[src/rtl/dtp_pkg.sv]
package dtp_pkg;
    localparam int ADDR_W = 3;
    localparam int NFLAG  = 4;

    localparam logic [ADDR_W-1:0] A_CTRL0 = 3'd0;
    localparam logic [ADDR_W-1:0] A_CTRL1 = 3'd1;
    localparam logic [ADDR_W-1:0] A_DATA0 = 3'd2;
    localparam logic [ADDR_W-1:0] A_DATA1 = 3'd3;
    localparam logic [ADDR_W-1:0] A_PERLO = 3'd4;
    localparam logic [ADDR_W-1:0] A_DUTLO = 3'd5;
    localparam logic [ADDR_W-1:0] A_PWMHI = 3'd6;
    localparam logic [ADDR_W-1:0] A_FCLR  = 3'd7;

    typedef enum logic [2:0] {
        MODE_SPLIT8   = 3'd0,
        MODE_SPLITCAP = 3'd1,
        MODE_WIDE16   = 3'd2,
        MODE_WIDECAP  = 3'd3,
        MODE_PWM10    = 3'd4
    } mode_e;
endpackage

[src/rtl/dtp_sync_edge.sv]
module dtp_sync_edge #(
    parameter int STAGES = 2
) (
    input  logic clk,
    input  logic rst_n,
    input  logic d,
    output logic rise
);
    logic [STAGES:0] pipe_q;

    always_ff @(posedge clk or negedge rst_n) begin
        if (!rst_n) pipe_q <= '0;
        else        pipe_q <= {pipe_q[STAGES-1:0], d};
    end

    assign rise = pipe_q[STAGES-1] & ~pipe_q[STAGES];

    // one tick per edge, whether it feeds capture or event counting
    assert_rise_single_R6: assert property (@(posedge clk) disable iff (!rst_n)
        rise |=> !rise);
endmodule

[src/rtl/dtp_regs_fsm.sv]
module dtp_regs_fsm
    import dtp_pkg::*;
#(
    parameter int CW  = 8,
    parameter int PHI = 2
) (
    input  logic              clk,
    input  logic              rst_n,
    input  logic              wr_en,
    input  logic [ADDR_W-1:0] wr_addr,
    input  logic [CW-1:0]     wr_data,
    input  logic [NFLAG-1:0]  flag_set,
    output logic [2:0]        sel0,
    output logic              cap_en0,
    output logic              pin0,
    output logic [1:0]        sel1,
    output logic              cap_en1,
    output logic              pin1,
    output logic [CW-1:0]     data0,
    output logic [CW-1:0]     data1,
    output logic [CW-1:0]     per_lo,
    output logic [CW-1:0]     duty_lo,
    output logic [2*PHI-1:0]  pwm_hi,
    output logic [NFLAG-1:0]  flags,
    output logic              clr0,
    output logic              clr1,
    output mode_e             mode
);
    // c0: {pin, cascade, capture, sel[2:0]}   c1: {pin, pwm, capture, sel[1:0]}
    logic [5:0]       c0_q, c0_n;
    logic [4:0]       c1_q, c1_n;
    logic [NFLAG-1:0] clr_mask;
    mode_e            mode_q, mode_d;

    assign clr0     = wr_en && (wr_addr == A_CTRL0);
    assign clr1     = wr_en && (wr_addr == A_CTRL1);
    assign clr_mask = (wr_en && (wr_addr == A_FCLR)) ? wr_data[NFLAG-1:0] : '0;
    assign c0_n     = clr0 ? wr_data[5:0] : c0_q;
    assign c1_n     = clr1 ? {wr_data[5:3], wr_data[1:0]} : c1_q;

    // next-state: stay unless a control register is written, then decode
    always_comb begin
        mode_d = mode_q;
        if (clr0 || clr1) begin
            if (c0_n[4] && (c1_n[1:0] == 2'b11))
                mode_d = c0_n[3] ? MODE_WIDECAP : MODE_WIDE16;
            else if (c1_n[3])
                mode_d = MODE_PWM10;
            else if (c0_n[3] || c1_n[2])
                mode_d = MODE_SPLITCAP;
            else
                mode_d = MODE_SPLIT8;
        end
    end

    // state register
    always_ff @(posedge clk or negedge rst_n) begin
        if (!rst_n) mode_q <= MODE_SPLIT8;
        else        mode_q <= mode_d;
    end

    always_ff @(posedge clk or negedge rst_n) begin
        if (!rst_n) begin
            c0_q    <= '0;
            c1_q    <= '0;
            data0   <= '0;
            data1   <= '0;
            per_lo  <= '0;
            duty_lo <= '0;
            pwm_hi  <= '0;
            flags   <= '0;
        end else begin
            c0_q  <= c0_n;
            c1_q  <= c1_n;
            flags <= (flags & ~clr_mask) | flag_set;
            if (wr_en) begin
                unique case (wr_addr)
                    A_DATA0: data0   <= wr_data;
                    A_DATA1: data1   <= wr_data;
                    A_PERLO: per_lo  <= wr_data;
                    A_DUTLO: duty_lo <= wr_data;
                    A_PWMHI: pwm_hi  <= wr_data[2*PHI-1:0];
                    default: ;
                endcase
            end
        end
    end

    // outputs
    always_comb begin
        mode    = mode_q;
        sel0    = c0_q[2:0];
        cap_en0 = c0_q[3];
        pin0    = c0_q[5];
        sel1    = c1_q[1:0];
        cap_en1 = c1_q[2];
        pin1    = c1_q[4];
    end

    assert_flag_set_R3: assert property (@(posedge clk) disable iff (!rst_n)
        flag_set[0] |=> flags[0]);
    assert_flag_clear_R4: assert property (@(posedge clk) disable iff (!rst_n)
        (clr_mask[0] && !flag_set[0]) |=> !flags[0]);
endmodule

[src/rtl/dtp_count_core.sv]
module dtp_count_core
    import dtp_pkg::*;
#(
    parameter int CW  = 8,
    parameter int PHI = 2
) (
    input  logic             clk,
    input  logic             rst_n,
    input  mode_e            mode,
    input  logic [2:0]       sel0,
    input  logic             cap_en0,
    input  logic [1:0]       sel1,
    input  logic             cap_en1,
    input  logic [CW-1:0]    data0,
    input  logic [CW-1:0]    data1,
    input  logic [CW-1:0]    per_lo,
    input  logic [CW-1:0]    duty_lo,
    input  logic [2*PHI-1:0] pwm_hi,
    input  logic             clr0,
    input  logic             clr1,
    input  logic             presc_en0,
    input  logic             presc_en1,
    input  logic             ext_rise,
    input  logic             cap_rise0,
    input  logic             cap_rise1,
    output logic             out0,
    output logic             out1,
    output logic [CW-1:0]    cap0,
    output logic [CW-1:0]    cap1,
    output logic [NFLAG-1:0] flag_set
);
    localparam int PW = CW + PHI;

    logic [CW-1:0]  cnt0_q, cnt0_d, cnt1_q, cnt1_d, cap0_d, cap1_d;
    logic [PHI-1:0] hi1_q, hi1_d;
    logic           tog0_q, tog0_d, tog1_q, tog1_d;
    logic           tick0, tick1, wide;
    logic [2*CW-1:0] wide_cnt, wide_cmp;
    logic [PW-1:0]  pwm_cnt, period, duty;

    assign tick0    = (sel0 == 3'b111) ? ext_rise : presc_en0;
    assign tick1    = (sel1 == 2'b11) ? tick0 : presc_en1;
    assign wide     = (mode == MODE_WIDE16) || (mode == MODE_WIDECAP);
    assign wide_cnt = {cnt1_q, cnt0_q};
    assign wide_cmp = {data1, data0};
    assign pwm_cnt  = {hi1_q, cnt1_q};
    assign period   = {pwm_hi[PHI-1:0], per_lo};
    assign duty     = {pwm_hi[2*PHI-1:PHI], duty_lo};

    always_comb begin
        cnt0_d   = cnt0_q;
        cnt1_d   = cnt1_q;
        hi1_d    = hi1_q;
        tog0_d   = tog0_q;
        tog1_d   = tog1_q;
        cap0_d   = cap0;
        cap1_d   = cap1;
        flag_set = '0;
        unique case (mode)
            MODE_WIDE16, MODE_WIDECAP: begin
                hi1_d = '0;
                if (clr0 || clr1) begin
                    {cnt1_d, cnt0_d} = '0;
                    tog0_d = 1'b0;
                    tog1_d = 1'b0;
                end else if (tick0) begin
                    if ((mode == MODE_WIDE16) && (wide_cnt == wide_cmp)) begin
                        {cnt1_d, cnt0_d} = '0;
                        tog0_d      = ~tog0_q;
                        flag_set[0] = 1'b1;
                    end else begin
                        {cnt1_d, cnt0_d} = wide_cnt + 1'b1;
                    end
                end
                if ((mode == MODE_WIDECAP) && cap_rise0) begin
                    cap0_d      = cnt0_q;
                    cap1_d      = cnt1_q;
                    flag_set[2] = 1'b1;
                end
            end
            default: begin
                // channel 0, always 8-bit here
                if (clr0) begin
                    cnt0_d = '0;
                    tog0_d = 1'b0;
                end else if (tick0) begin
                    if (!cap_en0 && (cnt0_q == data0)) begin
                        cnt0_d      = '0;
                        tog0_d      = ~tog0_q;
                        flag_set[0] = 1'b1;
                    end else begin
                        cnt0_d = cnt0_q + 1'b1;
                    end
                end
                if (cap_en0 && cap_rise0) begin
                    cap0_d      = cnt0_q;
                    flag_set[2] = 1'b1;
                end
                // channel 1: PWM or 8-bit
                if (mode == MODE_PWM10) begin
                    if (clr1) begin
                        {hi1_d, cnt1_d} = '0;
                    end else if (tick1) begin
                        if (pwm_cnt == period) begin
                            {hi1_d, cnt1_d} = '0;
                            flag_set[1]     = 1'b1;
                        end else begin
                            {hi1_d, cnt1_d} = pwm_cnt + 1'b1;
                        end
                    end
                end else begin
                    hi1_d = '0;
                    if (clr1) begin
                        cnt1_d = '0;
                        tog1_d = 1'b0;
                    end else if (tick1) begin
                        if (!cap_en1 && (cnt1_q == data1)) begin
                            cnt1_d      = '0;
                            tog1_d      = ~tog1_q;
                            flag_set[1] = 1'b1;
                        end else begin
                            cnt1_d = cnt1_q + 1'b1;
                        end
                    end
                    if (cap_en1 && cap_rise1) begin
                        cap1_d      = cnt1_q;
                        flag_set[3] = 1'b1;
                    end
                end
            end
        endcase
    end

    always_ff @(posedge clk or negedge rst_n) begin
        if (!rst_n) begin
            cnt0_q <= '0;
            cnt1_q <= '0;
            hi1_q  <= '0;
            tog0_q <= 1'b0;
            tog1_q <= 1'b0;
            cap0   <= '0;
            cap1   <= '0;
        end else begin
            cnt0_q <= cnt0_d;
            cnt1_q <= cnt1_d;
            hi1_q  <= hi1_d;
            tog0_q <= tog0_d;
            tog1_q <= tog1_d;
            cap0   <= cap0_d;
            cap1   <= cap1_d;
        end
    end

    assign out0 = tog0_q;
    assign out1 = (mode == MODE_PWM10) ? (pwm_cnt < duty) : tog1_q;

    assert_match_wrap_R2: assert property (@(posedge clk) disable iff (!rst_n)
        (!wide && !clr0 && tick0 && !cap_en0 && (cnt0_q == data0))
        |=> (cnt0_q == '0) && (tog0_q != $past(tog0_q)));
    assert_wide_carry_R7: assert property (@(posedge clk) disable iff (!rst_n)
        ((mode == MODE_WIDECAP) && !clr0 && !clr1 && tick0 && (cnt0_q == '1))
        |=> (cnt1_q == $past(cnt1_q) + 1'b1) && (cnt0_q == '0));
    assert_capture_hold_R9: assert property (@(posedge clk) disable iff (!rst_n)
        (!wide && cap_en0 && cap_rise0) |=> (cap0 == $past(cnt0_q)));
    assert_wide_capture_R10: assert property (@(posedge clk) disable iff (!rst_n)
        ((mode == MODE_WIDECAP) && cap_rise0)
        |=> (cap0 == $past(cnt0_q)) && (cap1 == $past(cnt1_q)));
    assert_pwm_wrap_R11: assert property (@(posedge clk) disable iff (!rst_n)
        ((mode == MODE_PWM10) && !clr1 && tick1 && (pwm_cnt == period))
        |=> (pwm_cnt == '0));
    assert_ctrl_clear_R13: assert property (@(posedge clk) disable iff (!rst_n)
        (!wide && clr0) |=> (cnt0_q == '0) && !tog0_q);
endmodule

[src/rtl/dual_timer_pwm.sv]
module dual_timer_pwm
    import dtp_pkg::*;
#(
    parameter int CW   = 8,
    parameter int PHI  = 2,
    parameter int SYNC = 2
) (
    input  logic              clk,
    input  logic              rst_n,
    input  logic              presc_en0,
    input  logic              presc_en1,
    input  logic              ext_evt,
    input  logic              cap_in0,
    input  logic              cap_in1,
    input  logic              wr_en,
    input  logic [ADDR_W-1:0] wr_addr,
    input  logic [CW-1:0]     wr_data,
    output logic              pin_oe0,
    output logic              pin_oe1,
    output logic              tmr_out0,
    output logic              tmr_out1,
    output logic [NFLAG-1:0]  irq_flags,
    output logic [CW-1:0]     cap_val0,
    output logic [CW-1:0]     cap_val1
);
    localparam int NSTROBE = 3;

    logic [NSTROBE-1:0] raw_in, rise_v;
    logic [2:0]         sel0;
    logic [1:0]         sel1;
    logic               cap_en0, cap_en1, clr0, clr1;
    logic [CW-1:0]      data0, data1, per_lo, duty_lo;
    logic [2*PHI-1:0]   pwm_hi;
    logic [NFLAG-1:0]   flag_set;
    mode_e              mode;

    assign raw_in = {ext_evt, cap_in1, cap_in0};

    for (genvar g = 0; g < NSTROBE; g++) begin : g_sync
        dtp_sync_edge #(.STAGES(SYNC)) u_sync (
            .clk  (clk),
            .rst_n(rst_n),
            .d    (raw_in[g]),
            .rise (rise_v[g])
        );
    end

    dtp_regs_fsm #(.CW(CW), .PHI(PHI)) u_regs (
        .clk     (clk),
        .rst_n   (rst_n),
        .wr_en   (wr_en),
        .wr_addr (wr_addr),
        .wr_data (wr_data),
        .flag_set(flag_set),
        .sel0    (sel0),
        .cap_en0 (cap_en0),
        .pin0    (pin_oe0),
        .sel1    (sel1),
        .cap_en1 (cap_en1),
        .pin1    (pin_oe1),
        .data0   (data0),
        .data1   (data1),
        .per_lo  (per_lo),
        .duty_lo (duty_lo),
        .pwm_hi  (pwm_hi),
        .flags   (irq_flags),
        .clr0    (clr0),
        .clr1    (clr1),
        .mode    (mode)
    );

    dtp_count_core #(.CW(CW), .PHI(PHI)) u_core (
        .clk      (clk),
        .rst_n    (rst_n),
        .mode     (mode),
        .sel0     (sel0),
        .cap_en0  (cap_en0),
        .sel1     (sel1),
        .cap_en1  (cap_en1),
        .data0    (data0),
        .data1    (data1),
        .per_lo   (per_lo),
        .duty_lo  (duty_lo),
        .pwm_hi   (pwm_hi),
        .clr0     (clr0),
        .clr1     (clr1),
        .presc_en0(presc_en0),
        .presc_en1(presc_en1),
        .ext_rise (rise_v[2]),
        .cap_rise0(rise_v[0]),
        .cap_rise1(rise_v[1]),
        .out0     (tmr_out0),
        .out1     (tmr_out1),
        .cap0     (cap_val0),
        .cap1     (cap_val1),
        .flag_set (flag_set)
    );
endmodule

[config.mk]
export PLATFORM = sky130hd
export DESIGN_NAME = dual_timer_pwm
export DESIGN_NICKNAME = d
export VERILOG_FILES = /design/src/rtl/dtp_pkg.sv /design/src/rtl/dtp_sync_edge.sv /design/src/rtl/dtp_regs_fsm.sv /design/src/rtl/dtp_count_core.sv /design/src/rtl/dual_timer_pwm.sv
export SDC_FILE = /design/constraint.sdc
export NUM_CORES = 1
export LEC_CHECK = 0
export BUFFER_PORTS_ARGS = -buffer_cell sky130_fd_sc_hd__buf_2
export CAP_MARGIN = 20
export CORE_MARGIN = 4
export CORE_UTILIZATION = 39
export DETAILED_ROUTE_END_ITERATION = 10
export GPL_ROUTABILITY_DRIVEN = 0
export HOLD_SLACK_MARGIN = 0.03
export PLACE_DENSITY = 0.59
export SETUP_SLACK_MARGIN = 0.05
export SYNTH_ARGS = -nofsm -noshare
export SYNTH_HDL_FRONTEND = slang
export SYNTH_SLANG_ARGS = --single-unit
[constraint.sdc]
create_clock -name clk -period 4.45 [get_ports clk]
set_input_delay 0.6675 -clock clk [delete_from_list [all_inputs] [get_ports clk]]
set_output_delay 0.6675 -clock clk [all_outputs]
set_load 0.005 [all_outputs]
==> impl_metrics.yaml, run 1 <==
run_status:
  status: "complete, no violations"
die:
  start_util: 0.3965
  rows: 41
  dieArea_mm2: 0.01465
  fp.dieW_um: 121.0
  die_h_um: 121.0
  core_mm2: 0.01257
  io_pins: 43
logic_synthesis:
  synth_edf_count: 0
  netlist.area_leader.share: 0.4971
  synthCells: 448
  synthesis.area_mm2: 0.004984
  yosys.cell_types.count: 55
  synth_ff_type: "dfrtp_1"
  synth_warnings: 0
  syn-num-nets: 478
  async_flop_share: 1.000
  synth_area_leaders: "dfrtp_1 50%, mux2_2 13%, xnor2_1 4.6%"
  synth-seq-area-share: 0.4971
  synth_seq_cells: 99
  syn_avg_cell_area_um2: 11.12
  synth_top_cell_by_area: "dfrtp_1"
drt:
  wl_per_cell_um: 17.76
  drt_pass1_iterations: 9
  drtAntennaViolNets: 0
  drc: 0
  drt_iter0_drc: 163
  vias_per_cell: 5.366
  vias: 3520
  wl_um: 11650
place:
  port_buffers: 42
  detailed_place_hpwl_um: 8326
  placed_area_mm2: 0.005298
final_layout:
  nets: 510
  regArea_mm2: 0.002477
  stdcell_area_mm2: 0.005613
  mostFrequentLayoutCell: "dfrtp_1"
  final_cell_mix: "99 x dfrtp_1, 58 x mux2_2, 42 x nand2_1"
  fin_util: 0.4466
  n_antenna_cell: 0
  fillers: 1193
  drive_above_1_share: 0.2645
  syn_to_final_growth_pct: 12.63
  multi_input_area_mm2: 0.002295
critical_path:
  crit_path_top_delay_cell: "a2111oi_0"
  rrSetupSlack_ns: 2.09
  path_max_fanout: 4
  startpoint_type: "flip-flop"
  crit_family: "compound AO/OA/AOI/OAI gates"
  crit_required_ns: 3.78
  cp_num_buf_inv: 1
  arrival_ns: 2.15
  crit_chain: "ha_1 -> a2111oi_0 -> o21ai_0 -> nand3_1 -> buf_2"
  slowest_delay_ns: 0.65
  worstSetupPathType: "flip-flop to output pin"
  cp-end-kind: "output pin"
pwr:
  power_uw: 3140
  power.density_mw_per_mm2: 559.3
  p_leak_uw: 0.002428
  peakVddDrop_uv: 251.8
timing:
  min_period_over_period: 0.6333
  slew_headroom: 0.3600
  timing_hold_violations_final: 0
  slew_viol_final: 0
  clock_skew_ns: 0.01088
  setup_tns_ns: 0
  rsz0062_at_grt: "no"
  fmax_mhz: 354.8
  layout_min_cycle_time_ns: 2.818
  tightest_slew_ns: 0.9600
  setup_viol: 0
clock_tree:
  cts.root.buffer_cell: "clkbuf_16"
  clock_path_buffers: 2
  cts_resized: 0
  clk_latency_ns: 0.35
  cts-hold-fix-buffers: 0
  cts_made_buffers: 9
  h-tree-depth: 3
  cts_tree: "yes"
  postCtsSetupBuffers: 0
  numClockSinks: 99
  clkTransAtPathRegs_ns: 0.07
worst_hold_path:
  hold_path_class: "flip-flop to flip-flop"
job:
  cap_viol_max_count: 0
global_route:
  grt_usage: 0.1680
  grt_max_degree: 76
  grt_pass1_vias: 3577
  grt_antenna_before_repair: 0
  grt_first_pass_wirelength_um: 18890
  overflow: 0
==> synth_stat cells, types with 2 or more instances <==
library cell	number
a2111oi_0	4
a2111oi_2	2
a211oi_1	3
a21o_1	7
a21oi_1	14
a221o_1	4
a221oi_1	2
a22oi_1	4
a31oi_1	4
and2_1	10
and3_1	9
buf_2	11
buf_6	3
clkbuf_1	6
clkbuf_2	2
dfrtp_1	99
ha_1	11
inv_1	22
mux2_2	58
mux2i_1	4
nand2_1	42
nand2b_1	5
nand3_1	11
nand4_1	7
nand4b_1	4
nor2_1	15
nor2b_1	3
nor3_1	7
nor3_2	2
nor3b_2	2
nor4_1	3
o211ai_1	4
o21ai_0	9
o22ai_1	3
o31ai_1	5
or3_1	3
xnor2_1	26
==> flip-flops by register name, indices dropped and copies added (netlist names) <==
register              flops
u_core.cnt1_q             8
u_regs.data1              8
u_core.cap0               8
u_core.out0               1
u_regs.duty_lo            8
u_regs.pwm_hi             4
u_core.hi1_q              2
u_regs.per_lo             8
u_core.tog1_q             1
u_regs.data0              8
u_regs.c0_q               6
u_core.cnt0_q             8
u_core.cap1               8
u_regs.c1_q               5
u_regs.flags              4
g_sync.u_sync.pipe_q      9
u_regs.mode               3
==> kinds of logic (layout without fill, tap and decap cells) <==
kind of cell / after synthesis / in the layout / synth area share
buffers and inverters: 45 / 81 / 0.04243
muxes: 62 / 62 / 0.1391
adders and majority gates: 11 / 11 / 0.02762
xor gates and xnor gates: 26 / 26 / 0.04569
AOI/OAI and AO/OA: 74 / 74 / 0.1070
DFF: 99 / 99 / 0.4971
and+or+nand+nor: 131 / 131 / 0.1411
==> metrics by stage <==
stage                     setup WS (ns)  hold WS (ns)  cells
after floorplan                   2.151        0.3312    448
after global placement            1.923        0.3332    641
after detailed placement          1.829        0.3370    641
after CTS                         1.604        0.3535    656
after global routing              1.464        0.3553    656
final                             1.632        0.3495    656
==> routing by layer <==
metal / GRT usage / vias to the layer above / wire length, µm
li1: - / 1668 / -
met1: 0.2279 / 1759 / 5401
met2: 0.2671 / 73 / 5525
met3: 0.03636 / 20 / 508
met4: 0.05737 / 0 / 215
met5: 0 / - / 0
==> power by group <==
part	total [µW]	switching [µW]	leakage (µW)	internal [µW]
logic	883	407	0.00109	476
clock network	830	339	0.000152	491
registers	1430	277	0.00118	1150
==> worst paths after layout <==
check	start	to	cells after the start
max	u_core.hi1_q[1]	tmr_out1	5
min	g_sync[1].u_sync.pipe_q[0]	g_sync[1].u_sync.pipe_q[1]	0
max reg2reg	u_core.cnt1_q[4]	u_core.cnt0_q[2]	6
min reg2reg	g_sync[1].u_sync.pipe_q[0]	g_sync[1].u_sync.pipe_q[1]	0
max in group asynchronous	rst_n	u_regs.duty_lo[6]	2
min in group asynchronous	rst_n	u_regs.duty_lo[5]	1
==> layout make-up <==
type	count	area share
Sequential cell	99	0.4414
Multi-Input combinational cell	304	0.4088
Timing Repair Buffer	44	0.04057
Clock buffer	9	0.04012
Tap cell	172	0.03834
Clock inverter	6	0.01605
Inverter	22	0.01471
Power figures use the tool's default switching activity.
==> inputs of run 2 (changes only) <==
Settings changed: ABC_AREA set to 1, PLACE_DENSITY 0.59 to 0.61.
Clock period 4.45 ns to 2.4 ns, I/O delays scaled along.
==> impl_metrics.yaml, run 2 <==
drt:
  drt_pass1_iterations: 5
  drc: 0
  wl_met3_um: 685
  topRoutingLayerUsed: "met4"
  wl_um: 13360
  drt_iter0_drc: 304
  detailroute.wirelength.met2_um: 6088
  wl_met1_um: 6276
  vias_per_cell: 4.954
  drtAntennaViolNets: 0
  wl_per_cell_um: 15.00
  vias: 4414
critical_path:
  path_max_fanout: 8
  cp-startpoint: "u_core.cnt1_q[3]"
  worstSetupPathType: "flip-flop to output pin"
  reg2regPathDepth: 11
  arrival_ns: 1.86
  crit_required_ns: 2.04
  r2r_start: "u_core.cnt1_q[5]"
  cp-end-kind: "output pin"
  startpoint_type: "flip-flop"
die:
  fp.dieW_um: 123.3
  io_pins: 43
  dieArea_mm2: 0.01520
  start_util: 0.4041
  core_mm2: 0.01282
  rows: 41
  die_h_um: 123.3
clock_tree:
  cts_made_buffers: 9
  h-tree-depth: 3
  cts_tree: "yes"
  numClockSinks: 99
  cts-hold-fix-buffers: 0
  cts.root.buffer_cell: "clkbuf_16"
  clkTransAtPathRegs_ns: 0.07
  clock_path_buffers: 2
  clk_latency_ns: 0.35
timing:
  final.setup.worst_slack_ns: 0.1761
  setup_viol: 0
  timing_hold_violations_final: 0
  layout_min_cycle_time_ns: 2.224
  fmax_mhz: 449.7
  tightest_slew_ns: 0.6506
  min_period_over_period: 0.9266
  rsz0062_at_grt: "no"
  slew_viol_final: 0
  clock_skew_ns: 0.007223
  slew_headroom: 0.5663
  setup_tns_ns: 0
pwr:
  p_leak_uw: 0.003059
  peakVddDrop_uv: 532.0
  power.density_mw_per_mm2: 941.5
logic_synthesis:
  synth_edf_count: 0
  synth_top_family_by_area: "simple AND/OR/NAND/NOR gates"
  syn_avg_cell_area_um2: 7.712
  synth_ff_type: "dfrtp_1"
  synth_common_cells: "224 x nand2_1, 99 x dfrtp_1, 70 x inv_1"
  synth_simple_gate_area_frac: 0.2950
  synth-compound-area-share: 0.09295
  synth_top_cell_by_area: "dfrtp_1"
  synth_xor_area_frac: 0.02028
  netlist.area_leader.share: 0.4780
  synthCells: 672
  synthMuxAreaShare: 0
  yosys.cell_types.count: 34
  synth_fa_ha_area_frac: 0.02656
  synth-seq-area-share: 0.4780
  synth_warnings: 0
  synth_area_leaders: "dfrtp_1 48%, nand2_1 16%, o21ai_0 5.6%"
  async_flop_share: 1.000
  synth_seq_cells: 99
  synthesis.area_mm2: 0.005182
  yosysMostFrequentCell: "nand2_1"
  syn-num-nets: 702
run_status:
  status: "complete, no violations"
final_layout:
  mostFrequentLayoutCell: "nand2_1"
  largest_register_ffs: 9
  syn_to_final_growth_pct: 13.25
  n_antenna_cell: 0
  final_cell_mix: "224 x nand2_1, 94 x dfrtp_1, 70 x inv_1"
  drive_above_1_share: 0.1627
  nets: 744
  stdcell_area_mm2: 0.005869
  largest_register: "g_sync.u_sync.pipe_q"
place:
  port_buffers: 42
  pre_cts_ws_ns: 0.4437
  detailed_place_hpwl_um: 9808
  placed_area_mm2: 0.005553
global_route:
  grt_max_degree: 49
  overflow: 0
  grt_usage: 0.1887
  grt_pass1_vias: 4148
  grt_antenna_before_repair: 0
  grt_first_pass_wirelength_um: 21760
worst_hold_path:
  hold_path_class: "input port to asynchronous set/reset pin"
job:
  cap_viol_max_count: 0
[run 2: path summary, 6_finish.rpt]
kind                            slack, ns                          to
worst max-delay path                 0.18                    tmr_out1
min in group clk                     0.11  g_sync[2].u_sync.pipe_q[0]
worst min-delay path                 0.03           u_regs.duty_lo[3]
worst min register to register       0.35  g_sync[0].u_sync.pipe_q[1]
worst max register to register       0.38            u_core.cnt1_q[4]
max in group asynchronous            1.68              u_regs.c0_q[3]
[run 2: layout make-up]
class / count / area [µm²]
Fill cell: 1327 / 6955
Tap cell: 172 / 215.2
Clock buffer: 12 / 256.5
Inverter: 91 / 344.1
Clock inverter: 4 / 48.80
Multi-Input combinational cell: 466 / 2258
Timing Repair Buffer: 47 / 262.8
Sequential cell: 99 / 2484
[run 2: kinds of logic after synthesis]
logic type,count (synthesis)
AOI/OAI and AO/OA,92
and+or+nand+nor,351
xor gates and xnor gates,12
DFF,99
adders and majority gates,11
buffers and inverters,107
[run 2: metal layers]
| layer | track usage | up-vias |
|---|---|---|
| li1 | - | 2205 |
| met1 | 0.2613 | 2045 |
| met2 | 0.2912 | 140 |
| met3 | 0.04575 | 24 |
| met4 | 0.06298 | 0 |
| met5 | 0 | - |
[run 2: critical path: stages (launching register included)]
cell and delay (ns):
dfrtp_2 0.47, ha_1 0.31, a21oi_1 0.12, o21ai_0 0.10, nand2_1 0.08, o2111ai_1 0.10, o21ai_1 0.18, buf_2 0.15
[run 2: report_power, final]
group	total, µW	leakage, µW	internal [µW]	switching, µW
combinational	1580	0.00168	635	949
clock	1490	0.000153	864	627
sequential	2450	0.00122	2090	361
[run 2: repair_timing]
action                     in CTS  in global routing
setup endpoints to repair       0                  1
buffers inserted                0                  0
resized for setup               0                  7
[run 2: stage by stage]
step / util / instances / power, µW / hold slack, ns
CTS: 0.4568 / 891 / 5576 / 0.04949
finish: 0.4577 / 891 / 5526 / 0.03227
global route: 0.4577 / 891 / 5958 / 0.08241
detailed placement: 0.4330 / 875 / 4056 / 0.3357
floorplan: - / 672 / 3490 / 0.06441
global placement: 0.4330 / 875 / 4012 / 0.3333
